**config.mk**
```make
export PLATFORM = sky130hd
export DESIGN_NAME = bp_step_top
export DESIGN_NICKNAME = d
export VERILOG_FILES = /design/src/rtl/bp_step_pkg.sv /design/src/rtl/bp_debounce.sv /design/src/rtl/bp_addr_match.sv /design/src/rtl/bp_step_ctl.sv /design/src/rtl/bp_step_top.sv
export SDC_FILE = /design/constraint.sdc
export NUM_CORES = 1
export LEC_CHECK = 0
export ABC_AREA = 1
export BUFFER_PORTS_ARGS = -buffer_cell sky130_fd_sc_hd__clkbuf_2
export CAP_MARGIN = 20
export CORE_MARGIN = 3
export CORE_UTILIZATION = 50
export CTS_CLUSTER_SIZE = 10
export DETAILED_ROUTE_END_ITERATION = 8
export MAX_ROUTING_LAYER = met4
export PLACE_DENSITY_LB_ADDON = 0.15
export SYNTH_ARGS = -nofsm -noshare
export SYNTH_HDL_FRONTEND = slang
export SYNTH_HIERARCHICAL = 1
export SYNTH_SLANG_ARGS = --single-unit
export TNS_END_PERCENT = 30
```
**constraint.sdc**
```tcl
create_clock -name clk -period 3.3 [get_ports clk]
set_input_delay 0.33 -clock clk [delete_from_list [all_inputs] [get_ports clk]]
set_output_delay 0.33 -clock clk [all_outputs]
set_load 0.05 [all_outputs]
```
**src/rtl/bp_step_pkg.sv**
```systemverilog
package bp_step_pkg;
    typedef enum logic [1:0] {
        ST_RUN  = 2'd0,
        ST_HOLD = 2'd1,
        ST_STEP = 2'd2
    } ctl_state_e;
endpackage

```
**src/rtl/bp_debounce.sv**
```systemverilog
// Two-stage synchronizer followed by a stability counter; emits a one-cycle
// pulse when the filtered level rises.
module bp_debounce #(
    parameter int DEB_CYCLES = 1000
) (
    input  logic clk,
    input  logic rst_n,
    input  logic raw_i,
    output logic level_o,
    output logic rise_o
);
    localparam int CW = $clog2(DEB_CYCLES + 1);

    typedef struct packed {
        logic [1:0]    sync;
        logic          level;
        logic [CW-1:0] cnt;
        logic          rise;
    } deb_t;

    deb_t q, d;

    always_comb begin
        d      = q;
        d.sync = {q.sync[0], raw_i};
        d.rise = 1'b0;
        if (q.sync[1] != q.level) begin
            if (q.cnt == CW'(DEB_CYCLES - 1)) begin
                d.level = q.sync[1];
                d.cnt   = '0;
                d.rise  = q.sync[1];
            end else begin
                d.cnt = q.cnt + 1'b1;
            end
        end else begin
            d.cnt = '0;
        end
    end

    always_ff @(posedge clk or negedge rst_n) begin
        if (!rst_n) begin
            q <= '0;
        end else begin
            q <= d;
        end
    end

    assign level_o = q.level;
    assign rise_o  = q.rise;

    // the edge pulse never lasts more than one cycle
    a_r7_single_rise: assert property (@(posedge clk) disable iff (!rst_n)
        q.rise |=> !q.rise);
    // the filtered level only rises together with its pulse
    a_r9_rise_with_level: assert property (@(posedge clk) disable iff (!rst_n)
        q.rise |-> q.level);
endmodule

```
**src/rtl/bp_addr_match.sv**
```systemverilog
// Registered, strobe-qualified address comparator built from byte lanes.
module bp_addr_match #(
    parameter int ADDR_W = 24,
    parameter int LANE_W = 8
) (
    input  logic              clk,
    input  logic              rst_n,
    input  logic [ADDR_W-1:0] addr_i,
    input  logic [ADDR_W-1:0] ref_i,
    input  logic              strobe_i,
    input  logic              en_i,
    output logic              hit_o
);
    localparam int LANES = (ADDR_W + LANE_W - 1) / LANE_W;
    localparam int PAD_W = LANES * LANE_W;

    typedef struct packed {
        logic hit;
    } match_t;

    match_t q, d;

    logic [PAD_W-1:0] a_pad;
    logic [PAD_W-1:0] r_pad;
    logic [LANES-1:0] lane_eq;

    assign a_pad = PAD_W'(addr_i);
    assign r_pad = PAD_W'(ref_i);

    for (genvar g = 0; g < LANES; g++) begin : g_lane
        assign lane_eq[g] = (a_pad[g*LANE_W +: LANE_W] == r_pad[g*LANE_W +: LANE_W]);
    end

    always_comb begin
        d     = q;
        d.hit = strobe_i && en_i && (&lane_eq);
    end

    always_ff @(posedge clk or negedge rst_n) begin
        if (!rst_n) begin
            q <= '0;
        end else begin
            q <= d;
        end
    end

    assign hit_o = q.hit;

    // no valid strobe, no hit
    a_r3_needs_strobe: assert property (@(posedge clk) disable iff (!rst_n)
        !strobe_i |=> !hit_o);
    // no enable, no hit
    a_r4_needs_enable: assert property (@(posedge clk) disable iff (!rst_n)
        !en_i |=> !hit_o);
endmodule

```
**src/rtl/bp_step_ctl.sv**
```systemverilog
// Run / hold / step sequencer that drives the ready hold.
module bp_step_ctl
    import bp_step_pkg::*;
(
    input  logic clk,
    input  logic rst_n,
    input  logic hit_i,
    input  logic stop_i,
    input  logic bp_en_i,
    input  logic step_rise_i,
    input  logic sync_i,
    output logic hold_o
);
    typedef struct packed {
        ctl_state_e state;
    } ctl_t;

    ctl_t q, d;
    logic halt_req;

    assign halt_req = stop_i || bp_en_i;

    always_comb begin
        d = q;
        unique case (q.state)
            ST_RUN: begin
                if (stop_i || hit_i) d.state = ST_HOLD;
            end
            ST_HOLD: begin
                if (step_rise_i)    d.state = ST_STEP;
                else if (!halt_req) d.state = ST_RUN;
            end
            ST_STEP: begin
                if (!halt_req)   d.state = ST_RUN;
                else if (sync_i) d.state = ST_HOLD;
            end
            default: d.state = ST_RUN;
        endcase
    end

    always_ff @(posedge clk or negedge rst_n) begin
        if (!rst_n) begin
            q.state <= ST_RUN;
        end else begin
            q <= d;
        end
    end

    assign hold_o = (q.state == ST_HOLD);

    // a registered hit while running freezes the master
    a_r2_hit_halts: assert property (@(posedge clk) disable iff (!rst_n)
        (q.state == ST_RUN && hit_i) |=> hold_o);
    // stop while running freezes the master
    a_r5_stop_halts: assert property (@(posedge clk) disable iff (!rst_n)
        (q.state == ST_RUN && stop_i) |=> hold_o);
    // a step edge while held releases the hold
    a_r6_step_releases: assert property (@(posedge clk) disable iff (!rst_n)
        (hold_o && step_rise_i) |=> !hold_o);
    // the next sync while stepping re-applies the hold
    a_r6_sync_reholds: assert property (@(posedge clk) disable iff (!rst_n)
        (q.state == ST_STEP && sync_i && halt_req) |=> hold_o);
    // clearing both controls lets the master run
    a_r8_resume: assert property (@(posedge clk) disable iff (!rst_n)
        (hold_o && !halt_req && !step_rise_i) |=> (q.state == ST_RUN));
endmodule

```
**src/rtl/bp_step_top.sv**
```systemverilog
module bp_step_top
    import bp_step_pkg::*;
#(
    parameter int ADDR_W     = 24,
    parameter int DEB_CYCLES = 1000
) (
    input  logic              clk,
    input  logic              rst_n,
    input  logic [ADDR_W-1:0] bus_addr,
    input  logic              addr_valid,
    input  logic              bus_sync,
    input  logic [ADDR_W-1:0] bp_addr_sw,
    input  logic              bp_en_sw,
    input  logic              stop_sw,
    input  logic              step_sw,
    output logic              rdy_hold_n
);
    localparam int NSW     = 3;
    localparam int SW_EN   = 0;
    localparam int SW_STOP = 1;
    localparam int SW_STEP = 2;

    logic [NSW-1:0] sw_raw;
    logic [NSW-1:0] sw_level;
    logic [NSW-1:0] sw_rise;
    logic           hit;
    logic           hold;

    assign sw_raw = {step_sw, stop_sw, bp_en_sw};

    for (genvar s = 0; s < NSW; s++) begin : g_deb
        bp_debounce #(.DEB_CYCLES(DEB_CYCLES)) i_deb (
            .clk     (clk),
            .rst_n   (rst_n),
            .raw_i   (sw_raw[s]),
            .level_o (sw_level[s]),
            .rise_o  (sw_rise[s])
        );
    end

    bp_addr_match #(.ADDR_W(ADDR_W)) i_match (
        .clk      (clk),
        .rst_n    (rst_n),
        .addr_i   (bus_addr),
        .ref_i    (bp_addr_sw),
        .strobe_i (addr_valid),
        .en_i     (sw_level[SW_EN]),
        .hit_o    (hit)
    );

    bp_step_ctl i_ctl (
        .clk         (clk),
        .rst_n       (rst_n),
        .hit_i       (hit),
        .stop_i      (sw_level[SW_STOP]),
        .bp_en_i     (sw_level[SW_EN]),
        .step_rise_i (sw_rise[SW_STEP]),
        .sync_i      (bus_sync),
        .hold_o      (hold)
    );

    assign rdy_hold_n = ~hold;

    // reset always leaves the bus free to run
    always_ff @(posedge clk) begin
        if (!rst_n) begin
            a_r10_reset_releases: assert (rdy_hold_n);
        end
    end
endmodule

```
==> impl_results.md, run 1 <==
* Status: completed
* Number of global-route vias before repair at 2081
* Vias per inst at 4.44
* Die span in y at 77.8 um
* Arr. time, crit path at 1.20 ns
* Fillers at 450
* Startpoint Class: register
* Crit path capture type: output port
* Final Hold Viols at 0
* Hold_ws at 0.135 ns
* Post-Synthesis Cells at 350
* Routed wire length at 4.52 mm
* Final setup violation count at 0
* CTS root buf: clkbuf_8
* Crit Path Class: reg -> out
* Clock latency at the later pin of the worst-skew pair at 0.30 ns
* DP HPWL at 3.71 mm
* Overall routing resource usage at 0.173
* WP data required at 2.97 ns
* Routed vias at 2138
* Share of post-route cells with drive strength above 1 at 0.241
* FMAX at 655 MHz
* Period utilization at 0.463
* CP cell instances: nor2_2 -> inv_1 -> clkbuf_2
* CTS H-tree lvls at 2
* CTS tree: built
* N_diodes at 0
* Actual slew at the worst max-slew pin at 0.290 ns
* Leakage at 1.65 nW
* GPL Wtd Cong at 0.789
* Largest net degree at the start of global routing at 44
* Antenna Nets Post-Route at 0
* Skew final at 0.0101 ns
* Finished Core Util at 0.635
* Cell area after synthesis at 2570 um^2
* Fin. max-slew vios at 0
* Multi-input gate area at 1240 um^2
* Avg Cell Area, Syn at 7.36 um^2
* Die area at 6050 um^2
* DR iter-0 viols at 91
* Final min period at 1.53 ns
* Pwr dens at 350 nW/um^2
* Max rail drop VDD at 0.247 mV
* Clock Sinks at 43
* WL per Instance at 9.37 um
* HP Class: in -> reg
* Syn Nets at 408
* Crit path max fanout at 5
* Final-stage net count at 472
* Slowest cell on crit path: dfrtp_1
* Yosys warns at 6
* Final instance area at 3080 um^2
* TNS Setup at 0 ns
* Unrepaired setup endpoints after global routing: no
* Port bufs at 55
* CTS Buf Count at 5
* Register area at 1080 um^2
* Overflow after GRT at 0
* First-pass GRT wire length at 8.30 mm
* Area growth syn-to-layout at 19.5%
* Placed Area at 2930 um^2
* Slowest cell delay on critical path at 0.44 ns
* CORE AREA at 4850 um^2
* Number of I/O pins at 56
* Cell Rows at 25
* Max Cap Violations at 0
* # DRC at 0
* Clk slew on worst S/H paths at 0.08 ns
* Total power at 1.08 mW
* Initial antenna violation count at 0
* # resized after CTS at 0
* Worst slew margin at 0.807
* CTS Buffer Depth at 2
* DRT Pass-1 Iters at 4
* Die width at 77.8 um
* Starting Density at 0.531
-- through the flow --
stage	instances	setup slack, ns
after floorplan	350	2.12
after global placement	472	2.07
after detailed placement	472	2.01
after CTS	480	1.76
after global routing	482	1.69
final	482	1.77
-- report_power, final --
part	internal, mW	switching, mW	leakage, nW
clock	0.225	0.185	0.0581
combinational	0.0555	0.0649	1.02
sequential	0.539	0.00846	0.579
-- flip-flops by register name, summed over array words and instances (netlist names) --
name and flops:
g_deb.i_deb/level_o 3, i_ctl/q 2, i_match/hit_o 1, g_deb.i_deb/q 33, g_deb.i_deb/d 3, g_deb.i_deb/rise_o 1
-- layer usage --
metal	wire length, um	GRT usage	share of wire	vias to the layer above
met1	2160	0.220	0.48	917
li1	-	-	-	1176
met5	0	-	0	-
met3	241	0.0499	0.053	4
met4	12	0.0463	0.0027	0
met2	2100	0.272	0.46	41
-- cell type report --
type	instances	area share
Multi-Input combinational cell	238	0.403
Sequential cell	43	0.350
Timing Repair Buffer	57	0.0992
Inverter	69	0.0842
Tap cell	67	0.0272
Clock buffer	5	0.0224
Clock inverter	3	0.0142
-- worst max-delay path, delay by kind of cell (launching register included) --
family / cells / cell delay [ns]
DFF: 1 / 0.44
buffers and inverters: 2 / 0.29
and+or+nand+nor: 1 / 0.17
-- cells in the final DEF, fill, tap and decap left out, types with 7 or more instances in the layout --
| cell | n |
|---|---|
| a21oi_1 | 7 |
| nand3_2 | 7 |
| clkbuf_2 | 55 |
| nor2_1 | 54 |
| xnor2_1 | 8 |
| dfrtp_1 | 43 |
| nand3_1 | 21 |
| nand2_1 | 101 |
| inv_1 | 66 |
-- what timing repair did --
| item | 4_1_cts | 5_1_grt |
|---|---|---|
| hold buffers | 0 | 1 |
| hold endpoints to repair | 0 | 4 |
| buffers inserted | 0 | 0 |
| setup endpoints to repair | 0 | 0 |
-- worst paths after layout --
check	startpoint	cells past startpoint	endpoint	slack, ns
setup / recovery	i_ctl/q[1]	3	rdy_hold_n	1.77
hold / removal	stop_sw	1	g_deb[1].i_deb/d[13]	0.13
setup reg to reg	g_deb[0].i_deb/q[1]	6	g_deb[0].i_deb/q[6]	2.00
hold reg to reg	g_deb[0].i_deb/d[13]	0	g_deb[0].i_deb/q[13]	0.35
max in group asynchronous	rst_n	3	i_ctl/q[1]	2.48
min in group asynchronous	rst_n	2	g_deb[0].i_deb/q[5]	0.38
No activity file was read; power rests on OpenSTA's default activity.
==> run 2: changes to the inputs <==
- CORE_UTILIZATION: 50 -> 49
- clock period: 3.3 -> 1.2 ns (I/O delays scaled with it)
==> run 2 against run 1 <==
  * Final cell count increased by 3.5%
  * Core utilization increased by 4.2 points
  * Worst setup slack got worse by 1.8 ns
  * Critical path type is now reg -> reg
  * Non-clock buffer count increased by 18
  * Sequential power increased to 2.8 times the previous value
  * First-iteration DRC count decreased by 33%
  * Clock power increased to 2.6 times the previous value
  * Critical endpoint is now g_deb[0].i_deb/q[9]
  * Critical path depth increased by 4
  * Flip-flop and latch count unchanged
==> impl_results.md, run 2 (synthesis gave the netlist of run 1 again) <==
* Status: completed
* # DRC at 0
* Slowest cell on crit path: dfrtp_1
* Skew final at 0.0164 ns
* Max rail drop VDD at 0.620 mV
* Die area at 6160 um^2
* CTS root buf: clkbuf_8
* CTS Buf Count at 5
* Worst r2r src: g_deb[0].i_deb/q[2]
* Post-Place Cells at 482
* Antenna Nets Post-Route at 0
* Fillers at 440
* DP HPWL at 3.83 mm
* Area growth syn-to-layout at 29.1%
* Cell Rows at 25
* Hold EP: i_ctl/q[1]
* Number of I/O pins at 56
* Actual slew at the worst max-slew pin at 0.303 ns
* First-pass GRT wire length at 8.89 mm
* Crit Path Class: reg -> reg
* Final-stage net count at 490
* Die span in y at 78.5 um
* Commonest non-fill, non-tap cell in the layout: nand2_1
* CTS H-tree lvls at 2
* Arr. time, crit path at 1.38 ns
* Multi-input gate area at 1330 um^2
* Crit path max fanout at 3
* FMAX at 838 MHz
* Fin cells at 499
* Hold Startpoint: bus_sync
* CTS Buffer Depth at 2
* Clock latency at the later pin of the worst-skew pair at 0.29 ns
* HP Class: in -> reg
* Final Hold Viols at 0
* Clk slew on worst S/H paths at 0.08 ns
* WL per Instance at 10.1 um
* CORE AREA at 4910 um^2
* Crit path capture type: register
* Final min period at 1.19 ns
* Slowest cell delay on critical path at 0.38 ns
* Most used cell, CP: nand2_1
* N_diodes at 0
* Die width at 78.5 um
* DRT Pass-1 Iters at 4
* CTS tree: built
* Port bufs at 55
* Hold path depth at 2
* GPL Wtd Cong at 0.786
* R2r worst-path depth at 7
* Initial antenna violation count at 0
* Starting Density at 0.524
* Overflow after GRT at 0
* Worst slew margin at 0.798
* Unrepaired setup endpoints after global routing: yes
* Period utilization at 0.994
* Max reg flops at 33
* Worst reg2reg setup slack at 0.007 ns
* Commonest cells after routing, fill and taps aside: 98 x nand2_1, 62 x inv_1, 54 x clkbuf_2
* DR iter-0 viols at 61
* Largest net degree at the start of global routing at 44
* Biggest register: g_deb.i_deb/q
* Vias per inst at 4.56
* Overall routing resource usage at 0.182
* Reg-to-reg endpoint: g_deb[0].i_deb/q[9]
* Pwr dens at 887 nW/um^2
* WP data required at 1.38 ns
* CP cell instances: ha_2 -> nand2_2 -> buf_6 -> nor2_4 -> nand2_1 -> nand2_1 -> a21oi_2
* Final setup violation count at 0
* Share of post-route cells with drive strength above 1 at 0.313
* Fin. max-slew vios at 0
* Routed wire length at 5.06 mm
* Register area at 1080 um^2
* Max Cap Violations at 0
* Routed vias at 2277
* Leakage at 1.75 nW
* Number of global-route vias before repair at 2221
* TNS Setup at 0 ns
* Startpoint Class: register
* Clock Sinks at 43
-- run 2: cell types whose count changed in the layout (fill, tap and decap cells not counted), moves of 4 or more --
cell and change:
buf_4 +12, inv_1 -4, inv_2 +4, nand3_1 -5, nor2_1 -5, nor2_2 +4
-- run 2: final cells by class --
class,instances,share of cell area
inverters,69,0.0779
multi-input cells,238,0.401
repair buffers,75,0.141
clock buffers,6,0.0218
clock inverters,1,0.00904
well taps,67,0.0252
flip-flops and latches,43,0.324
-- run 2: repair_timing --
| item | CTS | global route |
|---|---|---|
| setup endpoints to repair | 7 | 34 |
| hold endpoints to repair | 46 | 0 |
| setup buffers | 2 | 4 |
| pin swaps | 0 | 13 |
| hold buffers | 4 | 0 |
| gates resized for setup | 7 | 25 |
| cloned | 0 | 0 |
-- run 2: per-stage QoR --
| step | cell area, um^2 | total power [mW] | utilization | setup slack [ns] | hold slack (ns) |
|---|---|---|---|---|---|
| after floorplan | 2570 | 1.70 | - | 0.0196 | -0.176 |
| after global placement | 3020 | 1.87 | 0.615 | 0.0378 | 0.117 |
| after detailed placement | 3020 | 1.88 | 0.615 | -0.00424 | 0.117 |
| after CTS | 3210 | 2.98 | 0.654 | 0.00432 | 0.0189 |
| final | 3320 | 2.95 | 0.677 | 0.00712 | 0.0274 |
| after global routing | 3320 | 3.12 | 0.677 | -0.0586 | 0.0127 |
-- run 2: how the worst max path moves through the flow --
stage | to | from | cells past startpoint | slack [ns]
after floorplan | g_deb[2].i_deb/q[6] | g_deb[2].i_deb/q[1] | 6 | 0.02
after global placement | g_deb[2].i_deb/q[6] | g_deb[2].i_deb/q[1] | 6 | 0.04
after detailed placement | g_deb[2].i_deb/q[6] | g_deb[2].i_deb/q[1] | 6 | -0.004
after CTS | g_deb[0].i_deb/q[6] | g_deb[0].i_deb/q[1] | 6 | 0.004
after global routing | g_deb[0].i_deb/q[9] | g_deb[0].i_deb/q[2] | 7 | -0.06
final | g_deb[0].i_deb/q[9] | g_deb[0].i_deb/q[2] | 7 | 0.007
-- run 2: critical path: cells and delay by family (launching register included) --
family | cells | cell delay, ns
flops | 1 | 0.38
simple gates | 4 | 0.34
fa+ha+maj | 1 | 0.20
buf+inv | 1 | 0.12
compound gates | 1 | 0.05
-- run 2: layer usage --
layer,share of wire,global-route usage,up-vias
met5,0,-,-
met3,0.038,0.0367,4
li1,-,-,1207
met2,0.50,0.313,36
met1,0.45,0.217,1030
met4,0.0069,0.0524,0
-- run 2: power by group --
| part | internal [mW] | switching [mW] |
|---|---|---|
| sequential | 1.48 | 0.0263 |
| clock | 0.611 | 0.469 |
| combinational | 0.173 | 0.188 |
==> run 3: changes to the inputs <==
- ABC_AREA: 1 -> not set
- CORE_UTILIZATION: 49 -> 48
==> run 3 against run 2 <==
  * Sequential power barely moved
  * Count of clock-buffer cells in the layout stayed put
  * Routed wire length increased by 16%
  * Synthesized area down 11%
  * The run now ends with setup timing left
  * Fmax shrank 21%
  * Total power grew 6.4%
  * Worst setup slack got worse by 0.32 ns
  * Cell area up 5.5%
==> impl_results.md, run 3 <==
* Final-stage net count at 399
* FMAX at 661 MHz
* CTS Buf Count at 5
* Die width at 75.1 um
* Cell Rows at 24
* Share of post-route cells with drive strength above 1 at 0.494
* Min setup slack post-route at -0.313 ns
* Cell area after synthesis at 2290 um^2
* Syn Nets at 275
* Overflow after GRT at 0
* Fillers at 267
* Overall routing resource usage at 0.226
* CTS tree: built
* Startpoint Class: register
* Final Hold Viols at 0
* Avg Cell Area, Syn at 10.6 um^2
* Yosys warns at 6
* Biggest register: g_deb.i_deb/q
* Commonest non-fill, non-tap cell in the layout: clkbuf_2
* Final instance area at 3500 um^2
* Initial antenna violation count at 0
* Die area at 5640 um^2
* Crit Path Class: reg -> reg
* DP HPWL at 3.89 mm
* Arr. time, crit path at 1.70 ns
* Post-Synthesis Cells at 217
* Multi-input gate area at 1400 um^2
* Clock Sinks at 43
* WL per Instance at 14.9 um
* Placed Area at 3080 um^2
* Number of global-route vias before repair at 2157
* Number of I/O pins at 56
* Commonest cells after routing, fill and taps aside: 54 x clkbuf_2, 49 x buf_4, 41 x dfrtp_1
* Failing checks: setup timing
* Register area at 1080 um^2
* Max Cap Violations at 0
* WP data required at 1.39 ns
* Total power at 3.14 mW
* CTS root buf: clkbuf_8
* Worst slew margin at 0.751
* Die span in y at 75.1 um
* CORE AREA at 4470 um^2
* Dpl ws at -0.315 ns
* HP Class: in -> reg
* # DRC at 0
* Clk slew on worst S/H paths at 0.08 ns
* Actual slew at the worst max-slew pin at 0.371 ns
* Routed vias at 2108
* Crit path capture type: register
* Period utilization at 1.26
* Fin. max-slew vios at 0
* Clock latency at the later pin of the worst-skew pair at 0.30 ns
* Leakage at 1.53 nW
* Final setup violation count at 29
* DRT Pass-1 Iters at 4
* First-pass GRT wire length at 9.40 mm
* Max reg flops at 33
* Final min period at 1.51 ns
* Unrepaired setup endpoints after global routing: yes
* CTS Buffer Depth at 2
* Vias per inst at 5.35
* Pwr dens at 896 nW/um^2
* N_diodes at 0
* GPL Wtd Cong at 0.760
* Area growth syn-to-layout at 52.8%
* Max rail drop VDD at 0.679 mV
* Crit path max fanout at 3
* Skew final at 0.00953 ns
* Largest net degree at the start of global routing at 44
* Antenna Nets Post-Route at 0
* Starting Density at 0.513
* Routed wire length at 5.86 mm
* DR iter-0 viols at 77
* CTS H-tree lvls at 2
* Status: finished with violations
* Finished Core Util at 0.783
* Port bufs at 55
==> run 3: cell types whose count changed in the layout (fill, tap and decap cells not counted), moves of 7 or more <==
cell / before / now
nand2_1: 98 / 5
buf_4: 12 / 49
nand4_1: 0 / 9
inv_1: 62 / 7
nor2_1: 49 / 14
nand3_1: 16 / 9
o21ai_0: 1 / 14
xor2_1: 4 / 23
==> run 3: repair_timing <==
action | 4_1_cts | 5_1_grt
pin swaps | 16 | 10
hold endpoints to repair | 46 | 0
hold buffers | 4 | 0
endpoints found under the setup margin | 28 | 35
resized for setup | 23 | 23
buffers inserted | 7 | 6
==> run 3: where the power goes <==
| part | internal (mW) | switching [mW] | total, mW | leakage (nW) |
|---|---|---|---|---|
| sequential | 1.48 | 0.0396 | 1.52 | 0.576 |
| combinational | 0.251 | 0.188 | 0.439 | 0.895 |
| clock | 0.674 | 0.503 | 1.18 | 0.0612 |
==> run 3: final cells by class <==
class	instances	area share
clock buffer	6	0.0236
clock inverter	2	0.0100
tap	52	0.0186
sequential	43	0.308
inverter	8	0.00857
multi-input combinational	166	0.399
timing repair buffer	117	0.232
==> run 3: worst paths after layout <==
path / start / to / slack (ns) / cells past startpoint
min reg2reg: g_deb[0].i_deb/d[13] / g_deb[0].i_deb/q[13] / 0.36 / 0
max reg2reg: g_deb[2].i_deb/q[2] / g_deb[2].i_deb/level_o / -0.31 / 4
min: bus_sync / i_ctl/q[1] / 0.03 / 2
max in group asynchronous: rst_n / g_deb[1].i_deb/q[3] / 0.65 / 3
max: g_deb[2].i_deb/q[2] / g_deb[2].i_deb/level_o / -0.31 / 4
min in group asynchronous: rst_n / g_deb[0].i_deb/q[8] / 0.32 / 3
==> run 3: layer usage <==
metal	wire (um)	global-route usage	vias to the layer above
li1	-	-	1042
met1	2460	0.263	1006
met2	3120	0.392	50
met5	0	-	-
met4	78	0.0652	0
met3	194	0.0481	10
==> run 3: critical path: stages (launching register included) <==
cell and delay, ns:
dfrtp_1 0.39, ha_4 0.17, nand4bb_4 0.11, or3_4 0.42, mux2_4 0.31
==> run 3: through the flow <==
stage                     instances  setup TNS, ns  hold WS, ns
after floorplan                 217          -3.22       -0.176
after global placement          371          -3.79        0.115
after detailed placement        371          -4.74        0.117
after CTS                       390          -4.51       0.0355
after global routing            394          -6.50       0.0329
final                           394          -4.68       0.0341
